## src/rtl/tfifo_pkg.sv

```systemverilog
package tfifo_pkg;

  // Next slot index with wrap at depth-1.
  function automatic int unsigned slot_after(int unsigned idx, int unsigned depth);
    return (idx == depth - 1) ? 0 : idx + 1;
  endfunction

  // Stored bytes from two wrap-tagged positions.
  function automatic int unsigned fill_of(int unsigned widx, int unsigned ridx,
                                          logic wlap, logic rlap, int unsigned depth);
    return (wlap == rlap) ? (widx - ridx) : (depth - ridx + widx);
  endfunction

endpackage

```

## src/rtl/tfifo_ptr.sv

```systemverilog
module tfifo_ptr #(
  parameter int DEPTH = 12,
  parameter int AW    = 4
) (
  input  logic        clk,
  input  logic        rst_n,
  input  logic        zero,
  input  logic        step,
  output logic [AW:0] pos
);
  import tfifo_pkg::*;

  logic [AW-1:0] idx_nx;
  logic          lap_nx;

  always_comb begin
    idx_nx = AW'(slot_after(32'(pos[AW-1:0]), DEPTH));
    lap_nx = (idx_nx == '0) ? ~pos[AW] : pos[AW];
  end

  always_ff @(posedge clk or negedge rst_n) begin
    if (!rst_n)    pos <= '0;
    else if (zero) pos <= '0;
    else if (step) pos <= {lap_nx, idx_nx};
  end
endmodule

```

## src/rtl/tfifo_store.sv

```systemverilog
module tfifo_store #(
  parameter int DEPTH = 12,
  parameter int DW    = 8,
  parameter int AW    = 4
) (
  input  logic          clk,
  input  logic          we,
  input  logic [AW-1:0] waddr,
  input  logic [DW-1:0] wdata,
  input  logic [AW-1:0] raddr,
  output logic [DW-1:0] rdata
);
  logic [DW-1:0] cells [DEPTH];

  always_ff @(posedge clk) begin
    if (we) cells[waddr] <= wdata;
  end

  assign rdata = cells[raddr];
endmodule

```

## src/rtl/tfifo_stat.sv

```systemverilog
module tfifo_stat #(
  parameter int DEPTH = 12,
  parameter int AW    = 4,
  parameter int LW    = 4
) (
  input  logic [AW:0]   wpos,
  input  logic [AW:0]   rpos,
  input  logic [LW-1:0] thr,
  output logic [LW-1:0] fill,
  output logic [LW-1:0] room,
  output logic          low,
  output logic          is_empty,
  output logic          is_full
);
  import tfifo_pkg::*;

  always_comb begin
    fill = LW'(fill_of(32'(wpos[AW-1:0]), 32'(rpos[AW-1:0]), wpos[AW], rpos[AW], DEPTH));
    room = LW'(DEPTH) - fill;
    low  = (fill <= thr);
  end

  assign is_empty = (wpos == rpos);
  assign is_full  = (wpos[AW-1:0] == rpos[AW-1:0]) && (wpos[AW] != rpos[AW]);
endmodule

```

## src/rtl/stream_tx_fifo.sv

```systemverilog
module stream_tx_fifo #(
  parameter int DEPTH = 12,
  parameter int DW    = 8,
  localparam int AW   = (DEPTH > 2) ? $clog2(DEPTH) : 1,
  localparam int LW   = $clog2(DEPTH + 1)
) (
  input  logic          clk,
  input  logic          rst_n,
  input  logic          flush,
  input  logic          clr_err,
  input  logic          wr_en,
  input  logic [DW-1:0] wr_data,
  input  logic          rd_en,
  input  logic          rd_last,
  output logic [DW-1:0] rd_data,
  input  logic [LW-1:0] warn_thr,
  output logic [LW-1:0] level,
  output logic [LW-1:0] free_cnt,
  output logic          warn,
  output logic          overrun,
  output logic          underrun
);
  logic [AW:0] wpos, rpos;
  logic        is_empty, is_full;

  // Named internal events
  logic rd_acc, wr_acc, ovr_evt, udr_evt;

  assign rd_acc  = rd_en && !is_empty && !flush;
  assign wr_acc  = wr_en && !flush && (!is_full || rd_acc);
  assign ovr_evt = wr_en && !flush && !wr_acc;
  assign udr_evt = rd_en && !flush && is_empty && !rd_last;

  tfifo_ptr #(.DEPTH(DEPTH), .AW(AW)) u_wptr (
    .clk(clk), .rst_n(rst_n), .zero(flush), .step(wr_acc), .pos(wpos));

  tfifo_ptr #(.DEPTH(DEPTH), .AW(AW)) u_rptr (
    .clk(clk), .rst_n(rst_n), .zero(flush), .step(rd_acc), .pos(rpos));

  tfifo_store #(.DEPTH(DEPTH), .DW(DW), .AW(AW)) u_mem (
    .clk(clk), .we(wr_acc), .waddr(wpos[AW-1:0]), .wdata(wr_data),
    .raddr(rpos[AW-1:0]), .rdata(rd_data));

  tfifo_stat #(.DEPTH(DEPTH), .AW(AW), .LW(LW)) u_stat (
    .wpos(wpos), .rpos(rpos), .thr(warn_thr), .fill(level), .room(free_cnt),
    .low(warn), .is_empty(is_empty), .is_full(is_full));

  always_ff @(posedge clk or negedge rst_n) begin
    if (!rst_n) begin
      overrun  <= 1'b0;
      underrun <= 1'b0;
    end else begin
      overrun  <= ovr_evt | (overrun  & ~clr_err);
      underrun <= udr_evt | (underrun & ~clr_err);
    end
  end
endmodule

```

## config.mk

```make
export PLATFORM = sky130hd
export DESIGN_NAME = stream_tx_fifo
export DESIGN_NICKNAME = d
export VERILOG_FILES = /design/src/rtl/tfifo_pkg.sv /design/src/rtl/tfifo_ptr.sv /design/src/rtl/tfifo_store.sv /design/src/rtl/tfifo_stat.sv /design/src/rtl/stream_tx_fifo.sv
export SDC_FILE = /design/constraint.sdc
export NUM_CORES = 1
export LEC_CHECK = 0
export ABC_CLOCK_PERIOD_IN_PS = 5300
export BUFFER_PORTS_ARGS = -buffer_cell sky130_fd_sc_hd__buf_4
export CAP_MARGIN = 0
export CELL_PAD_IN_SITES_DETAIL_PLACEMENT = 0
export CELL_PAD_IN_SITES_GLOBAL_PLACEMENT = 1
export CORE_MARGIN = 2
export CORE_UTILIZATION = 25
export CTS_BUF_LIST = sky130_fd_sc_hd__clkbuf_16
export DETAILED_ROUTE_END_ITERATION = 6
export PLACE_DENSITY = 0.54
export SETUP_SLACK_MARGIN = 0.15
export SYNTH_ARGS = -nofsm -noshare
export SYNTH_HDL_FRONTEND = slang
export SYNTH_SLANG_ARGS = --single-unit
```

## constraint.sdc

```tcl
create_clock -name clk -period 5.3 [get_ports clk]
set_clock_uncertainty 0.15 [all_clocks]
set_input_delay 1.06 -clock clk [delete_from_list [all_inputs] [get_ports clk]]
set_output_delay 1.06 -clock clk [all_outputs]
set_load 0.05 [all_outputs]
```

==> qor.txt, run 1 <==
Slew Limit Fails: 0
Rows: 50
DRT iter0 DRCs: 165
layout cell share with drive strength beyond 1: 25.60%
# diodes: 0
worst r2r src: u_rptr.pos[2]
CP required: 4.09 ns
Storage cell area: 3184 sq um
Seq cells post-synth: 108
root buffer cell: clkbuf_16
Post-Syn Instances: 292
Die H: 142.3 um
worst skew pair latency: 0.35 ns
FF-to-FF setup slack: 1.66 ns
clock-pin slew on the worst setup and hold paths: 0.07 ns
most frequent cells in the layout: 96 x edfxtp_1, 42 x buf_4, 24 x mux4_2
post-layout util: 30.13%
power share of the sequential group: 45.1%
crit-path cells: inv_1 -> ha_1 -> fa_1 -> xnor2_1 -> nor2_1 -> a21oi_1 -> xor2_2 -> ha_1 -> a21oi_1 -> a41o_1 -> buf_4
total grt overflow: 0
crit path capture: warn
# nets final: 369
Post-synth EDFFs: 96
CP Class: register to primary output
Slew @ Worst Pin: 1.115 ns
CTS tree: yes
vias per cell: 4.453
most common cell after layout, fill and taps aside: edfxtp_1
initial antenna violation count: 0
slew margin rel.: 25.40%
vias in the first global route: 2629
RSZ-0062 raised after global routing: no
CP Launch Type: register
RD Place Congestion: 0.7225
DIE WIDTH: 142.3 um
combinational share of power: 20.7%
Netlist cell types: 37
synthesized area per cell: 16.38 sq um
final setup fails: 0
CP peak stage delay: 0.55 ns
Inserted Clock Buffers: 9
Sum Neg Setup Slack: 0 ns
Final Hold Fails: 0
Net Sw Power: 0.5820 mW
register area share after synthesis: 66.56%
Total Die Area: 20250 sq um
postcts setup bufs: 0
Synth-to-Final Area Change: 18.24%
switch share: 27.90%
Hold Path Class: register to register
reg2reg path depth: 6
CP Capture Type: primary output
Multi-input gate area: 1486 sq um
f_max: 209.2 MHz
core area: 18770 sq um
Layout fillers: 1884
Top FF cell, synth: edfxtp_1
post-DP HPWL: 6376 um
total power: 2.086 mW
initial core utilization: 25.48%
Resized Gates After CTS: 0
WL final: 10080 um
P_leak: 1.975 nW
period utilization: 90.18%
vias: 2538
Syn Nets: 329
H-tree depth: 3
Max FO, Critical Path: 13
final worst path period need: 4.780 ns
Int Power: 1.504 mW
WL per Instance: 17.68 um
status: complete, no violations
Syn. warnings: 0
Maximum Capacitance Violations: 0
Syn Std Cell Area: 4782 sq um
Worst VDD drop: 0.1941 mV
FF-to-FF End: u_mem.cells[9][4]
total track usage: 10.62%
DRC errors left: 0
asr flop ratio synth: 11.11%
IO buf count: 37
DRT Pass-1 Iters: 4
clk buf depth: 2
Routed Antenna Nets: 0
PD cells: 368.9 nW/um^2
CP startpoint: u_rptr.pos[2]
Sink Count: 108
final worst slack: 0.5205 ns
CP arrival: 3.57 ns
slowest CP cell: inv_1
WHS: 0.3455 ns
largest net degree at the start of global routing: 31
dpl ws: 0.8612 ns
I/O pin cnt: 38
Clock power frac: 34.1%
first-pass GRT wire length: 15370 um
# hold bufs at CTS: 0
[area by class of cell]
class / instances / share of cell area (%)
sequential: 108 / 56.32
timing repair buffer: 42 / 5.576
multi-input combinational: 154 / 26.29
clock buffer: 9 / 3.983
inverter: 17 / 1.129
clock inverter: 6 / 1.527
tap: 234 / 5.178
[cells in the mapped netlist, drive strengths merged, types with 2 or more instances]
cell type	instances	area [sq um]
or3	2	12.51
nand2b	4	25.02
o21ai	14	70.07
dfrtp	12	300.3
nor2	18	67.56
nor3	4	20.02
nand3	2	10.01
edfxtp	96	2883
ha	15	187.7
nor2b	3	18.77
a31oi	3	18.77
fa	3	60.06
inv	17	63.81
xor2	6	52.55
nand2	19	78.82
buf	6	33.77
mux4	24	540.5
xnor2	4	35.03
a21oi	8	40.04
o31ai	2	15.01
clkbuf	7	26.28
mux2i	11	110.1
[logic make-up after synthesis]
logic type                 Yosys count  synth area share, %
buffers and inverters               30                2.590
AOI/OAI and AO/OA                   35                4.762
and+or+nand+nor                     56                5.468
adders and majority gates           18                5.181
muxes                               35                13.61
DFF                                108                66.56
xor gates and xnor gates            10                1.831
[registers in the layout (all words and copies together) (netlist names)]
| signal | cells |
|---|---|
| underrun | 1 |
| u_wptr.pos | 5 |
| u_rptr.pos | 5 |
| u_mem.cells | 96 |
| overrun | 1 |
[worst min path at each step]
stage | depth (start not counted) | endpoint | slack (ns) | start
floorplan | 1 | u_wptr.pos[4] | 0.36 | u_wptr.pos[4]
global placement | 2 | underrun | 0.32 | underrun
detailed placement | 2 | underrun | 0.33 | underrun
CTS | 2 | underrun | 0.35 | underrun
global route | 2 | underrun | 0.38 | underrun
finish | 2 | underrun | 0.35 | underrun
[per-stage QoR]
step           cell area, sq um  instances
2_1_floorplan              4793        292
3_3_place_gp               5343        555
3_5_place_dp               5343        555
4_1_cts                    5654        570
5_1_grt                    5654        570
6_report                   5654        570
[worst max-delay path, delay by kind of cell (launching register included)]
family	cells	cell delay (ns)
AOI/OAI and AO/OA	3	0.48
buffers and inverters	2	0.74
and+or+nand+nor	1	0.06
xor gates and xnor gates	2	0.38
DFF	1	0.43
adders and majority gates	3	1.14
[routing by layer]
layer  GRT usage [%]  up-vias  wire length (um)
met5               0        -                 0
met4           3.335        0               165
met3           3.297       10               472
met2           18.10       57              4923
met1           12.90     1283              4519
li1                -     1188                 -
[power groups by stage]
stage	sequential (mW)	clock, mW	combinational (mW)
final	0.942	0.712	0.432
after floorplan	0.964	0	0.312
after CTS	0.942	0.735	0.441
after detailed placement	0.961	0	0.440
after global placement	0.960	0	0.439
after global routing	0.943	0.764	0.465
Power figures use the tool's default switching activity.
==> run 2, diff against run 1 <==
--- a/config.mk
+++ b/config.mk
@@ -14,6 +14,7 @@
 export CORE_UTILIZATION = 25
 export CTS_BUF_LIST = sky130_fd_sc_hd__clkbuf_16
 export DETAILED_ROUTE_END_ITERATION = 6
+export MAX_ROUTING_LAYER = met4
 export PLACE_DENSITY = 0.54
 export SETUP_SLACK_MARGIN = 0.15
 export SYNTH_ARGS = -nofsm -noshare
==> constraint.sdc (replaced) <==
create_clock -name clk -period 5.3 [get_ports clk]
set_clock_uncertainty 0.15 [all_clocks]
set_input_delay 1.325 -clock clk [delete_from_list [all_inputs] [get_ports clk]]
set_output_delay 1.325 -clock clk [all_outputs]
set_load 0.05 [all_outputs]
==> qor.txt, run 2 (synthesized netlist as in run 1, its figures left out) <==
DRT iter0 DRCs: 200
clock-pin slew on the worst setup and hold paths: 0.08 ns
slew margin rel.: 30.01%
most frequent cells in the layout: 96 x edfxtp_1, 45 x buf_4, 24 x mux4_2
Final Hold Fails: 0
most common cell after layout, fill and taps aside: edfxtp_1
total grt overflow: 0
Routed Antenna Nets: 0
postcts setup bufs: 0
initial core utilization: 25.48%
largest net degree at the start of global routing: 31
I/O pin cnt: 38
DIE WIDTH: 142.3 um
DRT Pass-1 Iters: 4
clk buf depth: 2
worst r2r src: u_rptr.pos[3]
combinational share of power: 21.0%
power share of the sequential group: 45.5%
status: complete, no violations
Maximum Capacitance Violations: 0
switch share: 29.15%
Sink Count: 108
post-route cell area: 5678 sq um
# hold bufs at CTS: 0
initial antenna violation count: 0
CP Capture Type: primary output
Hold Path Class: register to register
CP required: 3.83 ns
H-tree depth: 3
# nets final: 372
Rows: 50
slowest CP cell: dfrtp_1
Resized Gates After CTS: 0
CP arrival: 3.17 ns
biggest regs: u_mem.cells: 96 flops, u_rptr.pos: 5 flops, u_wptr.pos: 5 flops
RSZ-0062 raised after global routing: no
P_leak: 1.984 nW
Net Sw Power: 0.6033 mW
WL final: 10460 um
Total Die Area: 20250 sq um
vias: 2535
post-DP HPWL: 6628 um
first-pass GRT wire length: 16030 um
vias in the first global route: 2738
Slew Limit Fails: 0
Synth-to-Final Area Change: 18.73%
root buffer cell: clkbuf_16
Inserted Clock Buffers: 9
final worst path period need: 4.642 ns
CP startpoint: u_wptr.pos[2]
Die H: 142.3 um
vias per cell: 4.416
Int Power: 1.466 mW
PD cells: 364.5 nW/um^2
layout cell share with drive strength beyond 1: 26.47%
Sum Neg Setup Slack: 0 ns
f_max: 215.4 MHz
Worst VDD drop: 0.2520 mV
Slew @ Worst Pin: 1.046 ns
HP Start: underrun
max FFs per register: 96
total power: 2.070 mW
Max FO, Critical Path: 13
CTS tree: yes
DRC errors left: 0
RD Place Congestion: 0.7307
Layout fillers: 1880
period utilization: 87.58%
crit-path cells: ha_1 -> fa_1 -> xnor2_1 -> nor2_1 -> a21oi_1 -> xor2_2 -> ha_1 -> a21oi_1 -> a41o_1 -> buf_4
total track usage: 11.33%
CP Class: register to primary output
worst skew pair latency: 0.35 ns
core area: 18770 sq um
final setup fails: 0
# diodes: 0
IO buf count: 37
CP peak stage delay: 0.60 ns
CP Launch Type: register
Clock power frac: 33.5%
WL per Instance: 18.22 um
Area after DPL: 5365 sq um
Biggest register: u_mem.cells
## run 2: worst paths after layout
| kind | endpoint | cells after the start | slack (ns) |
|---|---|---|---|
| min in group asynchronous | underrun | 1 | 0.66 |
| min reg2reg | underrun | 2 | 0.34 |
| max in group asynchronous | u_rptr.pos[0] | 1 | 4.16 |
| max | warn | 10 | 0.66 |
| max reg2reg | u_mem.cells[6][5] | 4 | 1.90 |
| min | underrun | 2 | 0.34 |
## run 2: final cells by class
| type | instances | area (sq um) | area share (%) |
|---|---|---|---|
| tap | 234 | 292.8 | 5.156 |
| timing repair buffer | 45 | 337.8 | 5.950 |
| inverter | 17 | 63.81 | 1.124 |
| clock inverter | 7 | 87.58 | 1.543 |
| clock buffer | 9 | 225.2 | 3.967 |
| sequential | 108 | 3184 | 56.08 |
| multi-input combinational | 154 | 1486 | 26.18 |
## run 2: metrics by stage
| step | hold slack [ns] | setup slack [ns] | utilization (%) | std cells |
|---|---|---|---|---|
| finish | 0.3370 | 0.6580 | 30.25 | 574 |
| global placement | 0.3174 | 1.111 | 28.59 | 558 |
| floorplan | 0.3558 | 0.1436 | - | 292 |
| CTS | 0.3436 | 0.6333 | 30.25 | 574 |
| detailed placement | 0.3253 | 1.044 | 28.59 | 558 |
| global route | 0.3687 | 0.4751 | 30.25 | 574 |
## run 2: critical path: cells and delay by family, from the launching register on
| kind | cells | cell delay, ns |
|---|---|---|
| xor gates and xnor gates | 2 | 0.39 |
| AOI/OAI and AO/OA | 3 | 0.47 |
| adders and majority gates | 3 | 1.11 |
| DFF | 1 | 0.60 |
| and+or+nand+nor | 1 | 0.05 |
| buffers and inverters | 1 | 0.19 |
## run 2: power groups by stage
stage	sequential, mW	combinational (mW)	clock, mW
4_1_cts	0.942	0.444	0.716
3_3_place_gp	0.960	0.439	0
5_1_grt	0.943	0.468	0.749
6_report	0.941	0.435	0.694
3_5_place_dp	0.961	0.442	0
2_1_floorplan	0.964	0.312	0
## run 2: layer usage
layer / vias up / part of all wire, % / GRT usage (%)
met5: - / 0 / -
met4: 0 / 0.94 / 2.553
met3: 8 / 3.3 / 3.129
met2: 56 / 53 / 19.98
met1: 1277 / 42 / 12.90
li1: 1194 / - / -
==> run 3, diff against run 2 <==
--- a/config.mk
+++ b/config.mk
@@ -5,17 +5,18 @@
 export SDC_FILE = /design/constraint.sdc
 export NUM_CORES = 1
 export LEC_CHECK = 0
+export ABC_AREA = 1
 export ABC_CLOCK_PERIOD_IN_PS = 5300
 export BUFFER_PORTS_ARGS = -buffer_cell sky130_fd_sc_hd__buf_4
 export CAP_MARGIN = 0
 export CELL_PAD_IN_SITES_DETAIL_PLACEMENT = 0
 export CELL_PAD_IN_SITES_GLOBAL_PLACEMENT = 1
-export CORE_MARGIN = 2
+export CORE_MARGIN = 4
 export CORE_UTILIZATION = 25
 export CTS_BUF_LIST = sky130_fd_sc_hd__clkbuf_16
 export DETAILED_ROUTE_END_ITERATION = 6
 export MAX_ROUTING_LAYER = met4
-export PLACE_DENSITY = 0.54
+export PLACE_DENSITY = 0.56
 export SETUP_SLACK_MARGIN = 0.15
 export SYNTH_ARGS = -nofsm -noshare
 export SYNTH_HDL_FRONTEND = slang
==> qor.txt, run 3 <==
Worst VDD drop: 0.2590 mV
H-tree depth: 3
clk buf depth: 2
f_max: 216.4 MHz
DIE WIDTH: 149.3 um
final worst path period need: 4.621 ns
DRT Pass-1 Iters: 4
area leader, netlist: edfxtp_1
Netlist cell types: 32
Die H: 149.3 um
worst r2r src: u_rptr.pos[3]
Total Die Area: 22300 sq um
Layout fillers: 2039
register area share after synthesis: 63.74%
Final Hold Fails: 0
FF-to-FF setup slack: 2.37 ns
Final Non-Filler Cells: 757
Post-Syn Instances: 448
Syn. warnings: 0
total grt overflow: 0
Rows: 51
DRT iter0 DRCs: 230
Slew Limit Fails: 0
Sink Count: 108
main area contributors after synthesis: edfxtp_1 58%, dfrtp_1 6.0%, nor2_1 5.8%, o21ai_0 4.8%, ha_1 3.8%
layout cell share with drive strength beyond 1: 17.89%
status: complete, no violations
post-route cell area: 5911 sq um
Routed Antenna Nets: 0
CP arrival: 3.15 ns
Hold Path Class: register to register
Resized Gates After CTS: 0
Maximum Capacitance Violations: 0
CP Class: register to primary output
Area after DPL: 5627 sq um
Max FO, Critical Path: 5
max FFs per register: 96
Post-synth EDFFs: 96
CTS tree: yes
most common cell after layout, fill and taps aside: edfxtp_1
Syn Std Cell Area: 4994 sq um
initial core utilization: 25.57%
most frequent cells in the layout: 96 x edfxtp_1, 77 x nor2_1, 50 x buf_4
Inserted Clock Buffers: 9
postcts setup bufs: 0
vias: 3387
reg2reg path depth: 8
vias per cell: 4.474
synthesized area per cell: 11.15 sq um
CP Launch Type: register
worst skew pair latency: 0.34 ns
Top FF cell, synth: edfxtp_1
final setup fails: 0
IO buf count: 37
CP startpoint: u_wptr.pos[0]
CP Capture Type: primary output
RSZ-0062 raised after global routing: no
CP required: 3.83 ns
vias in the first global route: 3389
FF-to-FF End: u_mem.cells[9][5]
crit path capture: warn
PD cells: 604.2 nW/um^2
total track usage: 12.19%
Sum Neg Setup Slack: 0 ns
Biggest register: u_mem.cells
first-pass GRT wire length: 20070 um
count leader, synth: edfxtp_1
Syn Nets: 485
initial antenna violation count: 0
WL final: 12670 um
Slew @ Worst Pin: 1.085 ns
largest net degree at the start of global routing: 53
RD Place Congestion: 0.7382
period utilization: 87.19%
post-synth top area share: 57.73%
# diodes: 0
post-DP HPWL: 8004 um
WL per Instance: 16.73 um
post-layout util: 30.27%
slew margin rel.: 27.24%
# nets final: 524
biggest regs: u_mem.cells: 96 flops, u_rptr.pos: 5 flops, u_wptr.pos: 5 flops
I/O pin cnt: 38
root buffer cell: clkbuf_16
asr flop ratio synth: 11.11%
Commonest cells post-synth: 96 x edfxtp_1, 77 x nor2_1, 49 x nand2_1
placed cells: 741
Synth-to-Final Area Change: 18.37%
core area: 19530 sq um
clock-pin slew on the worst setup and hold paths: 0.07 ns
P_leak: 2.180 nW
# hold bufs at CTS: 0
Seq cells post-synth: 108
DRC errors left: 0
==> run 3: changes by cell type after synthesis, sizes merged, moves of 16 or more <==
cell,change
inv,+16
mux4,-24
nand2,+39
nand3,+23
nor2,+62
o211ai,+16
o21ai,+40
==> run 3: critical path, stage by stage, from the launching register on <==
cell	delay, ns
dfrtp_1	0.42
inv_1	0.14
ha_1	0.21
inv_1	0.10
ha_1	0.15
inv_1	0.05
fa_1	0.37
xor2_1	0.14
nand3_1	0.11
nand2_1	0.08
nand2_1	0.06
nand2_1	0.07
inv_1	0.06
ha_1	0.28
nand2_1	0.09
nor2_1	0.06
o32ai_2	0.19
buf_4	0.24
==> run 3: through the flow <==
stage | total power, mW | setup WS [ns] | hold slack, ns
2_1_floorplan | 2.446 | 0.3616 | 0.3328
3_3_place_gp | 2.950 | 1.111 | 0.3641
3_5_place_dp | 2.972 | 1.015 | 0.3728
4_1_cts | 3.621 | 0.6456 | 0.3885
5_1_grt | 3.807 | 0.4097 | 0.4151
6_report | 3.571 | 0.6787 | 0.3817
==> run 3: final cells by class <==
type / count / area [sq um] / share of cell area (%)
inverter: 33 / 123.9 / 2.096
timing repair buffer: 50 / 375.4 / 6.351
sequential: 108 / 3183 / 53.85
multi-input combinational: 285 / 1613 / 27.29
tap: 265 / 331.6 / 5.610
clock inverter: 7 / 58.81 / 0.9949
clock buffer: 9 / 225.2 / 3.810
==> run 3: logic make-up (layout without fill, tap and decap cells) <==
| family | after synthesis | after routing | synth area share [%] |
|---|---|---|---|
| and+or+nand+nor | 178 | 178 | 16.06 |
| DFF | 108 | 108 | 63.74 |
| AOI/OAI and AO/OA | 85 | 85 | 9.822 |
| buffers and inverters | 55 | 99 | 4.710 |
| adders and majority gates | 18 | 18 | 4.961 |
| xor gates and xnor gates | 4 | 4 | 0.7017 |
==> run 3: worst min-delay path by stage <==
stage | cells past startpoint | endpoint | startpoint | slack [ns]
after detailed placement | 2 | u_wptr.pos[4] | u_wptr.pos[4] | 0.37
after global placement | 2 | u_wptr.pos[4] | u_wptr.pos[4] | 0.36
after floorplan | 2 | u_rptr.pos[4] | u_rptr.pos[4] | 0.33
final | 2 | underrun | underrun | 0.38
after CTS | 2 | underrun | underrun | 0.39
after global routing | 2 | underrun | underrun | 0.42
==> run 3: power by group <==
group / internal (mW) / switching, mW
logic: 0.569 / 1.33
clock network: 0.327 / 0.322
registers: 0.985 / 0.0367
==> run 3: layer usage <==
metal | part of all wire [%] | vias up | track usage, %
met2 | 46 | 79 | 18.42
met1 | 48 | 1647 | 17.05
met5 | 0 | - | -
met3 | 4.4 | 13 | 1.945
li1 | - | 1648 | -
met4 | 1.1 | 0 | 3.478
